`src/rtl/membus_pkg.sv`:
```
`timescale 1ns/1ps
package membus_pkg;

    localparam int BYTE_W    = 8;
    localparam int WORD_W    = 2 * BYTE_W;
    localparam int ADDR_W    = 16;
    localparam int ROM_AW    = 15;
    localparam int WRAM_AW   = 13;
    localparam int TMR_IDX_W = 2;

    // top-level windows
    localparam logic [ADDR_W-1:0] ROM_END    = 16'h7FFF;
    localparam logic [ADDR_W-1:0] WRAM_FIRST = 16'hC000;
    localparam logic [ADDR_W-1:0] WRAM_LAST  = 16'hDFFF;
    localparam logic [ADDR_W-1:0] IOPG_FIRST = 16'hFF00;
    localparam logic [ADDR_W-1:0] IOPG_LAST  = 16'hFF7F;
    localparam logic [ADDR_W-1:0] HRAM_FIRST = 16'hFF80;
    localparam logic [ADDR_W-1:0] HRAM_LAST  = 16'hFFFE;

    // offsets inside the I/O page
    localparam logic [BYTE_W-1:0] OFF_SER_DATA  = 8'h01;
    localparam logic [BYTE_W-1:0] OFF_SER_CTRL  = 8'h02;
    localparam logic [BYTE_W-1:0] OFF_TMR_FIRST = 8'h04;
    localparam logic [BYTE_W-1:0] OFF_TMR_LAST  = 8'h07;
    localparam logic [BYTE_W-1:0] OFF_IFLAG     = 8'h0F;
    localparam logic [BYTE_W-1:0] OFF_SND_FIRST = 8'h10;
    localparam logic [BYTE_W-1:0] OFF_SND_LAST  = 8'h3F;

    typedef enum logic [2:0] {
        MAP_ROM,
        MAP_WRAM,
        MAP_IOPG,
        MAP_HRAM,
        MAP_HOLE
    } map_region_e;

    typedef enum logic [2:0] {
        IO_SDATA,
        IO_SCTRL,
        IO_TIMER,
        IO_IFLAG,
        IO_SOUND,
        IO_MISS
    } io_slot_e;

    typedef struct packed {
        logic              valid;
        logic              write;
        logic [ADDR_W-1:0] addr;
        logic [BYTE_W-1:0] wdata;
    } byte_acc_t;

    function automatic map_region_e region_of(input logic [ADDR_W-1:0] a);
        map_region_e r;
        if (a <= ROM_END)                           r = MAP_ROM;
        else if (a >= WRAM_FIRST && a <= WRAM_LAST) r = MAP_WRAM;
        else if (a >= IOPG_FIRST && a <= IOPG_LAST) r = MAP_IOPG;
        else if (a >= HRAM_FIRST && a <= HRAM_LAST) r = MAP_HRAM;
        else                                        r = MAP_HOLE;
        return r;
    endfunction

    function automatic io_slot_e io_slot_of(input logic [BYTE_W-1:0] off);
        io_slot_e s;
        if (off == OFF_SER_DATA)                              s = IO_SDATA;
        else if (off == OFF_SER_CTRL)                         s = IO_SCTRL;
        else if (off >= OFF_TMR_FIRST && off <= OFF_TMR_LAST) s = IO_TIMER;
        else if (off == OFF_IFLAG)                            s = IO_IFLAG;
        else if (off >= OFF_SND_FIRST && off <= OFF_SND_LAST) s = IO_SOUND;
        else                                                  s = IO_MISS;
        return s;
    endfunction

endpackage

```
`src/rtl/membus_region_dec.sv`:
```
`timescale 1ns/1ps
module membus_region_dec
    import membus_pkg::*;
(
    input  logic [ADDR_W-1:0] addr,
    output map_region_e       region
);
    // first decode level: which window of the address space
    always_comb begin
        region = region_of(addr);
    end
endmodule

```
`src/rtl/membus_io_block.sv`:
```
`timescale 1ns/1ps
module membus_io_block
    import membus_pkg::*;
#(
    parameter int                IF_BITS   = 5,
    parameter logic [BYTE_W-1:0] FILL_BYTE = 8'hFF
) (
    input  logic                 clk,
    input  logic                 rst,
    input  logic                 acc_valid,
    input  logic                 acc_write,
    input  logic                 in_page,
    input  logic [BYTE_W-1:0]    off,
    input  logic [BYTE_W-1:0]    wdata,
    input  logic [BYTE_W-1:0]    tmr_rdata,
    output logic                 tmr_sel,
    output logic                 tmr_we,
    output logic [TMR_IDX_W-1:0] tmr_reg,
    output logic [BYTE_W-1:0]    tmr_wdata,
    output logic [BYTE_W-1:0]    rdata,
    output logic                 miss
);
    localparam int IF_PAD = BYTE_W - IF_BITS;

    io_slot_e           slot;
    logic               wr_hit;
    logic [BYTE_W-1:0]  ser_data_q;
    logic [BYTE_W-1:0]  ser_ctrl_q;
    logic [IF_BITS-1:0] iflag_q;

    // second decode level: slot inside the I/O page
    always_comb begin
        slot = io_slot_of(off);
    end

    assign wr_hit = acc_valid && acc_write && in_page;

    always_ff @(posedge clk) begin
        if (rst) begin
            ser_data_q <= '0;
            ser_ctrl_q <= '0;
            iflag_q    <= '0;
        end else if (wr_hit) begin
            case (slot)
                IO_SDATA: ser_data_q <= wdata;
                IO_SCTRL: ser_ctrl_q <= wdata;
                IO_IFLAG: iflag_q    <= wdata[IF_BITS-1:0];
                default:  ;
            endcase
        end
    end

    assign tmr_sel   = acc_valid && in_page && (slot == IO_TIMER);
    assign tmr_we    = tmr_sel && acc_write;
    assign tmr_reg   = off[TMR_IDX_W-1:0];
    assign tmr_wdata = wdata;

    always_comb begin
        case (slot)
            IO_SDATA: rdata = ser_data_q;
            IO_SCTRL: rdata = ser_ctrl_q;
            IO_TIMER: rdata = tmr_rdata;
            IO_IFLAG: rdata = {{IF_PAD{1'b1}}, iflag_q};
            IO_SOUND: rdata = '0;
            default:  rdata = FILL_BYTE;
        endcase
    end

    assign miss = in_page && (slot == IO_MISS);
endmodule

```
`src/rtl/membus_hram.sv`:
```
`timescale 1ns/1ps
module membus_hram
    import membus_pkg::*;
#(
    parameter int DEPTH = 128,
    localparam int AW   = $clog2(DEPTH)
) (
    input  logic              clk,
    input  logic              wr_en,
    input  logic [AW-1:0]     idx,
    input  logic [BYTE_W-1:0] wdata,
    output logic [BYTE_W-1:0] rdata
);
    logic [BYTE_W-1:0] mem [DEPTH];

    always_ff @(posedge clk) begin
        if (wr_en) begin
            mem[idx] <= wdata;
        end
    end

    assign rdata = mem[idx];
endmodule

```
`src/rtl/membus_router.sv`:
```
`timescale 1ns/1ps
module membus_router
    import membus_pkg::*;
#(
    parameter int                HRAM_DEPTH = 128,
    parameter int                IF_BITS    = 5,
    parameter logic [BYTE_W-1:0] FILL_BYTE  = 8'hFF
) (
    input  logic                 clk,
    input  logic                 rst,
    input  logic                 req_valid,
    output logic                 req_ready,
    input  logic                 req_wide,
    input  logic                 req_write,
    input  logic [ADDR_W-1:0]    req_addr,
    input  logic [WORD_W-1:0]    req_wdata,
    output logic                 rsp_done,
    output logic                 rsp_err,
    output logic [WORD_W-1:0]    rsp_rdata,
    output logic                 rom_sel,
    output logic                 rom_we,
    output logic [ROM_AW-1:0]    rom_addr,
    output logic [BYTE_W-1:0]    rom_wdata,
    input  logic [BYTE_W-1:0]    rom_rdata,
    output logic                 wram_sel,
    output logic                 wram_we,
    output logic [WRAM_AW-1:0]   wram_addr,
    output logic [BYTE_W-1:0]    wram_wdata,
    input  logic [BYTE_W-1:0]    wram_rdata,
    output logic                 tmr_sel,
    output logic                 tmr_we,
    output logic [TMR_IDX_W-1:0] tmr_reg,
    output logic [BYTE_W-1:0]    tmr_wdata,
    input  logic [BYTE_W-1:0]    tmr_rdata
);
    localparam int HRAM_AW = $clog2(HRAM_DEPTH);

    // word sequencer state
    logic              phase_hi;
    logic [ADDR_W-1:0] hold_addr;
    logic              hold_write;
    logic [BYTE_W-1:0] hold_wdata;
    logic [BYTE_W-1:0] lo_byte;
    logic              err_acc;

    byte_acc_t         cur;
    map_region_e       region;
    logic [BYTE_W-1:0] io_rdata;
    logic              io_miss;
    logic [BYTE_W-1:0] hram_rdata;
    logic              hram_wr;
    logic [BYTE_W-1:0] rbyte;
    logic [BYTE_W-1:0] rbyte_eff;
    logic              byte_miss;

    // the byte access carried out this cycle
    always_comb begin
        if (phase_hi) begin
            cur.valid = 1'b1;
            cur.write = hold_write;
            cur.addr  = hold_addr;
            cur.wdata = hold_wdata;
        end else begin
            cur.valid = req_valid;
            cur.write = req_write;
            cur.addr  = req_addr;
            cur.wdata = req_wdata[BYTE_W-1:0];
        end
    end

    assign req_ready = !phase_hi;

    membus_region_dec u_region (
        .addr   (cur.addr),
        .region (region)
    );

    membus_io_block #(
        .IF_BITS   (IF_BITS),
        .FILL_BYTE (FILL_BYTE)
    ) u_io (
        .clk       (clk),
        .rst       (rst),
        .acc_valid (cur.valid),
        .acc_write (cur.write),
        .in_page   (region == MAP_IOPG),
        .off       (cur.addr[BYTE_W-1:0]),
        .wdata     (cur.wdata),
        .tmr_rdata (tmr_rdata),
        .tmr_sel   (tmr_sel),
        .tmr_we    (tmr_we),
        .tmr_reg   (tmr_reg),
        .tmr_wdata (tmr_wdata),
        .rdata     (io_rdata),
        .miss      (io_miss)
    );

    assign hram_wr = cur.valid && cur.write && (region == MAP_HRAM);

    membus_hram #(
        .DEPTH (HRAM_DEPTH)
    ) u_hram (
        .clk   (clk),
        .wr_en (hram_wr),
        .idx   (cur.addr[HRAM_AW-1:0]),
        .wdata (cur.wdata),
        .rdata (hram_rdata)
    );

    // external windows
    assign rom_sel    = cur.valid && (region == MAP_ROM);
    assign rom_we     = rom_sel && cur.write;
    assign rom_addr   = cur.addr[ROM_AW-1:0];
    assign rom_wdata  = cur.wdata;

    assign wram_sel   = cur.valid && (region == MAP_WRAM);
    assign wram_we    = wram_sel && cur.write;
    assign wram_addr  = cur.addr[WRAM_AW-1:0];
    assign wram_wdata = cur.wdata;

    // read byte selection
    always_comb begin
        case (region)
            MAP_ROM:  rbyte = rom_rdata;
            MAP_WRAM: rbyte = wram_rdata;
            MAP_IOPG: rbyte = io_rdata;
            MAP_HRAM: rbyte = hram_rdata;
            default:  rbyte = FILL_BYTE;
        endcase
    end

    assign rbyte_eff = cur.write ? '0 : rbyte;
    assign byte_miss = (region == MAP_HOLE) || ((region == MAP_IOPG) && io_miss);

    always_ff @(posedge clk) begin
        if (rst) begin
            phase_hi   <= 1'b0;
            hold_addr  <= '0;
            hold_write <= 1'b0;
            hold_wdata <= '0;
            lo_byte    <= '0;
            err_acc    <= 1'b0;
            rsp_done   <= 1'b0;
            rsp_err    <= 1'b0;
            rsp_rdata  <= '0;
        end else begin
            rsp_done <= 1'b0;
            rsp_err  <= 1'b0;
            if (phase_hi) begin
                phase_hi  <= 1'b0;
                rsp_done  <= 1'b1;
                rsp_err   <= err_acc || byte_miss;
                rsp_rdata <= {rbyte_eff, lo_byte};
            end else if (req_valid) begin
                if (req_wide) begin
                    phase_hi   <= 1'b1;
                    hold_addr  <= req_addr + ADDR_W'(1);
                    hold_write <= req_write;
                    hold_wdata <= req_wdata[WORD_W-1:BYTE_W];
                    lo_byte    <= rbyte_eff;
                    err_acc    <= byte_miss;
                end else begin
                    rsp_done  <= 1'b1;
                    rsp_err   <= byte_miss;
                    rsp_rdata <= {{BYTE_W{1'b0}}, rbyte_eff};
                end
            end
        end
    end
endmodule

```
`config.mk`:
```
export PLATFORM = sky130hd
export DESIGN_NAME = membus_router
export DESIGN_NICKNAME = d
export VERILOG_FILES = /design/src/rtl/membus_pkg.sv /design/src/rtl/membus_region_dec.sv /design/src/rtl/membus_io_block.sv /design/src/rtl/membus_hram.sv /design/src/rtl/membus_router.sv
export SDC_FILE = /design/constraint.sdc
export NUM_CORES = 1
export LEC_CHECK = 0
export ABC_AREA = 1
export BUFFER_PORTS_ARGS = -buffer_cell sky130_fd_sc_hd__buf_2
export CAP_MARGIN = 20
export CELL_PAD_IN_SITES_DETAIL_PLACEMENT = 0
export CELL_PAD_IN_SITES_GLOBAL_PLACEMENT = 1
export CORE_UTILIZATION = 50
export DETAILED_ROUTE_END_ITERATION = 8
export PLACE_DENSITY = 0.83
export SLEW_MARGIN = 20
export SYNTH_ARGS = -nofsm -noshare
export SYNTH_HDL_FRONTEND = slang
export SYNTH_SLANG_ARGS = --single-unit
export TNS_END_PERCENT = 30
```
`constraint.sdc`:
```
create_clock -name clk -period 16.4 [get_ports clk]
set_clock_uncertainty 0.05 [all_clocks]
set_input_delay 0.82 -clock clk [delete_from_list [all_inputs] [get_ports clk]]
set_output_delay 0.82 -clock clk [all_outputs]
set_load 0.02 [all_outputs]
```
; ---- Yosys cells after proc, flatten, opt, wreduce, memory -nomap -nowiden
; Memories as Yosys holds them, arrays and structs flattened.
; Cells that the tools add are included.
[totals]
reg_bits = 74
ram_bits = 1024
input_bits = 61
memories = 1
[mem_list]
columns = memory, words, width, rd, rd_clocked_by_memory_dff, write_ports, line_no
row1 = u_hram.mem, 128, 8, 1, 0, 1, membus_hram.sv:14  ; logic [BYTE_W-1:0] mem [DEPTH];
[classes]
add_sub_neg = 1
magnitude_cmp = 11
n_eq_ne = 13
muxes = 25
n_bitwise = 2
reduce_logical = 29
[ops]
columns = op, count
row1 = 16-bit >= comparator (second input constant), 3
row2 = 16-bit <= comparator (second input constant), 3
row3 = 16-bit two-way mux, 3
row4 = 8-bit case mux with 5 select lines, 1
row5 = 8-bit case mux with 4 select lines, 1
row6 = 26-bit two-way mux, 1
row7 = 3-bit two-way mux, 8
row8 = 1-bit logical AND, 17
row9 = 16-bit by 1-bit adder with 16-bit output (second input constant), 1
row10 = 16-bit by 15-bit <= comparator with 1-bit output (second input constant), 1
row11 = 3-bit by 2-bit equality test with 1-bit output (second input constant), 4
row12 = 1-bit two-way mux, 10
row13 = 3-bit equality test (second input constant), 3
row14 = 8-bit by 1-bit equality test with 1-bit output (second input constant), 1
row15 = 8-bit by 2-bit equality test with 1-bit output (second input constant), 1
row16 = 8-bit by 4-bit equality test with 1-bit output (second input constant), 1
row17 = 8-bit by 3-bit >= comparator with 1-bit output (second input constant), 1
row18 = 8-bit by 5-bit >= comparator with 1-bit output (second input constant), 1
row19 = 8-bit by 3-bit <= comparator with 1-bit output (second input constant), 1
row20 = 8-bit by 6-bit <= comparator with 1-bit output (second input constant), 1
row21 = 8-bit two-way mux, 1
row22 = 2-bit AND reduction, 4
row23 = 3-bit by 1-bit equality test with 1-bit output (second input constant), 2
row24 = 3-bit zero test, 2
row25 = other kinds (7), 9

; ---- Logic depth before layout (Yosys ltp)
[depth]
depth_word = 15
depth_mapped = 19
depth_no_buf = 17

; ---- Modules after synthesis
; Synthesis repeated with hierarchy kept, for this count alone.
[hier_totals]
hier_cells = 5162
hier_area_um2 = 48610.4
[by_module_without_submodules]
columns = mod, n_inst, cells_each, area_per_inst_um2, seq_area_each_um2
row1 = membus_hram, 1, 4394, 43815.8, 30749.5
row2 = membus_router, 1, 548, 3415.8, 1061.0
row3 = membus_io_block, 1, 196, 1272.5, 420.4
row4 = membus_region_dec, 1, 24, 106.4, 0.0

; ---- Worst setup path before layout
; No wires, ideal clock.
[synth_timing]
path_kind = register to output
from = reg phase_hi
to = out tmr_wdata[5]
arrival_ns = 7.233
slack_ns = 8.297
path_stages_with_launch = 6
path_cell_list = dfxtp_1 > inv_2 > clkbuf_1 > clkbuf_1 > o21ai_0 > buf_4
[synth_via]
elab_chain_cells = 1
[synth_rtl]
columns = item, line_no
row1 = "start, declared", membus_router.sv:39  ; logic phase_hi;
row2 = "start signal, assigned", membus_router.sv:137  ; phase_hi <= 1'b0;
row3 = "start signal, assigned", membus_router.sv:150  ; phase_hi <= 1'b0;
row4 = "start signal, assigned", membus_router.sv:156  ; phase_hi <= 1'b1;
row5 = 26-bit two-way mux, membus_router.sv:58  ; if (phase_hi) begin
row6 = "end, declared", membus_router.sv:33  ; output logic [BYTE_W-1:0] tmr_wdata,
; Every way passes these cells.

; ---- Worst setup path after layout
[layout_timing]
from = reg phase_hi
to = mem u_hram.mem[28][5], enable pin
[layout_via]
elab_chain_cells = 11
word_cells_on_any_way = 20
cone_classes = order compare: 7 / eq/ne: 1 / mux: 7 / reduce/logical: 5
[layout_rtl]
columns = item, line_no
row1 = 26-bit two-way mux (*), membus_router.sv:58
row2 = 16-bit >= comparator / 16-bit <= comparator (equally long branches), membus_pkg.sv:58  ; else if (a >= HRAM_FIRST && a <= HRAM_LAST) r = MAP_HRAM;
row3 = 1-bit logical AND, membus_pkg.sv:58
row4 = 3-bit two-way mux, membus_pkg.sv:58
row5 = 3-bit two-way mux, membus_pkg.sv:57  ; else if (a >= IOPG_FIRST && a <= IOPG_LAST) r = MAP_IOPG;
row6 = 3-bit two-way mux, membus_pkg.sv:56  ; else if (a >= WRAM_FIRST && a <= WRAM_LAST) r = MAP_WRAM;
row7 = 3-bit two-way mux, membus_pkg.sv:55  ; if (a <= ROM_END) r = MAP_ROM;
row8 = 3-bit by 2-bit equality test with 1-bit output, membus_router.sv:98  ; assign hram_wr = cur.valid && cur.write && (region == MAP_HRAM);
row9 = 1-bit logical AND, membus_router.sv:98
row10 = 1-bit two-way mux, membus_hram.sv:17  ; if (wr_en) begin
row11 = 1-bit two-way mux (not written as such), membus_hram.sv:18  ; mem[idx] <= wdata;
row12 = "end, declared", membus_hram.sv:14
; Mark *: on every way between the ends. The rest lies on a longest branch, timed or not.

==> impl_metrics.env <==
export IMPL_core_region_area_sq_um=88900
export IMPL_hold_viol_final=0
export IMPL_slowest_delay_ps=770
export IMPL_layout_commonest_cell="nand2_1"
export IMPL_ys_types=39
export IMPL_num_antenna_cells=0
export IMPL_min_from="req_wdata[10]"
export IMPL_yosysWarnings=0
export IMPL_netlist_area_sq_um=45200
export IMPL_post_route_drc_count=0
export IMPL_grt_pass1_vias=27900
export IMPL_clockBufferDepth=3
export IMPL_clock_latency_ps=690
export IMPL_pin_count=140
export IMPL_synth_avg_cell_area_sq_um=11.3
export IMPL_grt_start_max_net_pins=210
export IMPL_regArea_sq_um=32200
export IMPL_clock_sinks=1098
export IMPL_cts_hold_buf=0
export IMPL_cp_end_kind="flip-flop"
export IMPL_gr_usage_all_layers=0.257
export IMPL_rows=109
export IMPL_drtIter0Drc=3744
export IMPL_r2r_end="u_hram.mem[28][5]$_DFFE_PP_"
export IMPL_critPathRequiredTime_ps=16630
export IMPL_p_leak_nw=17.8
export IMPL_path_cells="buf_4, inv_2, nand2_1, nand2_8, buf_12, buf_12, nand3_4, nor2_1"
export IMPL_drtPass1Iterations=8
export IMPL_slew_viol_final=0
export IMPL_cts_root_buffer="clkbuf_16"
export IMPL_rrSetupSlack_ps=10580
export IMPL_post_route_min_period_ps=5820
export IMPL_cp_arrival_ps=6050
export IMPL_initial_core_util=0.508
export IMPL_dp_hpwl_microns=67500
export IMPL_cts_made_buffers=108
export IMPL_num_vias=30100
export IMPL_tns_ps=0
export IMPL_postRouteAntennaNets=0
export IMPL_final_cell_mix="nand2_1 (1413), edfxtp_1 (1024), nand3_1 (552)"
export IMPL_synth_cells=4010
export IMPL_setup_viol=0
export IMPL_wl_microns=118000
export IMPL_maxCapViolations=0
export IMPL_crit_type="reg -> reg"
export IMPL_yosysSeqAreaShare=0.714
export IMPL_drive_gt1_frac=0.0956
export IMPL_max_slew_margin_rel=0.294
export IMPL_cts_resized=0
export IMPL_htree_levels=3
export IMPL_crit_slowest_cell="nor2_1"
export IMPL_worstSetupStartpointType="flip-flop"
export IMPL_ys_seq_elements=1098
export IMPL_portBuffers=139
export IMPL_fill_cells=7383
export IMPL_die_area_sq_um=91500
export IMPL_cts_tree="yes"
export IMPL_r2r_cells=8
export IMPL_max_freq_ghz=0.172
export IMPL_die_x_microns=303
export IMPL_gp_congestion=0.846
export IMPL_finalCritPeriodShare=0.355
export IMPL_rsz0062_at_grt="false"
export IMPL_synthToLayoutAreaGrowth_pct=10.8
export IMPL_die_y_microns=303
export IMPL_grt_first_pass_wirelength_microns=175000
export IMPL_vdd_drop_max_mv=0.116
export IMPL_antenna_found_initial=4
export IMPL_grt_overflow=0
export IMPL_path_common_cell="buf_12"
export IMPL_wl_per_cell_microns=22.3
export IMPL_status="finished clean"
export IMPL_reg2reg_from="phase_hi$_SDFF_PP0_"
export IMPL_whs_endpoint="hold_wdata[2]$_SDFFE_PP0P_"
export IMPL_multi_input_comb_area_sq_um=11500
export IMPL_hold_path_depth=3
export IMPL_p_per_area_nw_per_um2=122
export IMPL_worst_pin_slew_ps=1060
export IMPL_crit_fanout=209
export IMPL_post_cts_setup_buffers=0
export IMPL_fin_hold_ws_ps=372
export IMPL_min_path_type="in -> reg"
export IMPL_via_per_inst=5.66
export IMPL_clkSlewWorstSetupHoldPaths_ps=70
export IMPL_nNetsFinal=4121
[state kept, by name, summed over array words and instances (netlist names)]
signal and cells:
u_io.ser_ctrl_q 8, rsp_err 1, u_hram.mem 1024, u_io.ser_data_q 8, rsp_rdata 16, rsp_done 1
hold_write 1, err_acc 1, lo_byte 8, u_io.iflag_q 5, hold_wdata 8, hold_addr 16
phase_hi 1
[critical path, delay by kind of cell (launching register included)]
kind	cells	cell delay (ps)
buffers and inverters	4	2240
flip-flops	1	310
AND/OR/NAND/NOR	4	2230
[routing by layer]
layer  global-route usage  vias to the layer above  wire [microns]
met4               0.0779                        4            3290
met5                    0                        -              27
li1                     -                    14000               -
met1                0.375                    14500           49600
met3               0.0354                      201           10300
met2                0.402                     1375           55100
[worst max path at each step]
stage / startpoint / endpoint / slack, ps / cells past startpoint
floorplan: phase_hi$_SDFF_PP0_ / tmr_wdata[5] / 8300 / 5
global placement: phase_hi$_SDFF_PP0_ / rsp_rdata[14]$_SDFFE_PP0P_ / 10700 / 18
detailed placement: phase_hi$_SDFF_PP0_ / rsp_rdata[14]$_SDFFE_PP0P_ / 10700 / 18
CTS: phase_hi$_SDFF_PP0_ / rsp_rdata[14]$_SDFFE_PP0P_ / 10680 / 18
global route: phase_hi$_SDFF_PP0_ / rsp_rdata[9]$_SDFFE_PP0P_ / 10290 / 18
finish: phase_hi$_SDFF_PP0_ / u_hram.mem[28][5]$_DFFE_PP_ / 10580 / 8
[through the flow]
step	util	total power, W	std cells	cell area (sq um)	setup slack, ps
2_1_floorplan	-	0.00349	4017	45200	8300
3_3_place_gp	0.523	0.00364	5114	46500	10700
3_5_place_dp	0.523	0.00365	5114	46500	10700
4_1_cts	0.563	0.00610	5306	50100	10680
5_1_grt	0.563	0.00625	5306	50100	10290
6_report	0.563	0.00608	5306	50100	10580
[power breakdown]
group	total, W	switching, W	leakage [nW]	internal [W]
clock network	0.00249	0.00105	1.70	0.00144
registers	0.00309	0.00000464	9.84	0.00309
logic	0.000502	0.000387	6.23	0.000115
[cells by family (layout without fill, tap and decap cells)]
kind of cell,count (synthesis),after routing,synth area share
AND/OR/NAND/NOR,2337,2337,0.219
other,1,8,0.0000830
AO/OA/AOI/OAI,225,225,0.0276
buffers and inverters,335,459,0.0368
XOR/XNOR,13,13,0.00252
adder cells (fa/ha/maj),1,1,0.000277
flip-flops,1098,1098,0.714
[cell usage after synthesis]
cell / n / area [sq um]
nand3_4: 6 / 105
inv_1: 76 / 285
o211ai_1: 1 / 7.51
o21a_1: 1 / 7.51
dfxtp_1: 74 / 1480
o21ai_2: 11 / 96.3
a21oi_1: 87 / 435
nand3_2: 2 / 20.0
nand2_2: 9 / 56.3
o21bai_1: 5 / 37.5
a22oi_1: 8 / 60.1
clkinv_1: 4 / 15.0
o21ai_4: 1 / 16.3
inv_2: 9 / 33.8
nand2_1: 1413 / 5300
nand2_4: 1 / 11.3
nand3_1: 552 / 2760
o21bai_2: 1 / 11.3
buf_6: 9 / 101
o2111ai_1: 3 / 26.3
conb_1: 1 / 3.75
a21oi_2: 3 / 26.3
xor2_1: 13 / 114
buf_2: 133 / 666
nor2_4: 4 / 45.0
nor3_1: 10 / 50.1
nand4_1: 77 / 482
edfxtp_1: 1024 / 30700
nor2_1: 256 / 961
ha_1: 1 / 12.5
nor2_8: 1 / 20.0
buf_1: 7 / 26.3
o21ai_1: 25 / 125
nand4_4: 1 / 21.3
nor3_4: 2 / 32.5
nor2_2: 3 / 18.8
buf_4: 46 / 345
clkbuf_1: 51 / 191
o21ai_0: 79 / 395
[area by class of cell]
type | instances | share of cell area
clock buffer | 134 | 0.0561
clock inverter | 58 | 0.0143
inverter | 89 | 0.00667
multi-input combinational | 2584 | 0.229
sequential | 1098 | 0.644
tap | 1165 | 0.0291
timing repair buffer | 178 | 0.0210
Power figures use the tool's default switching activity.
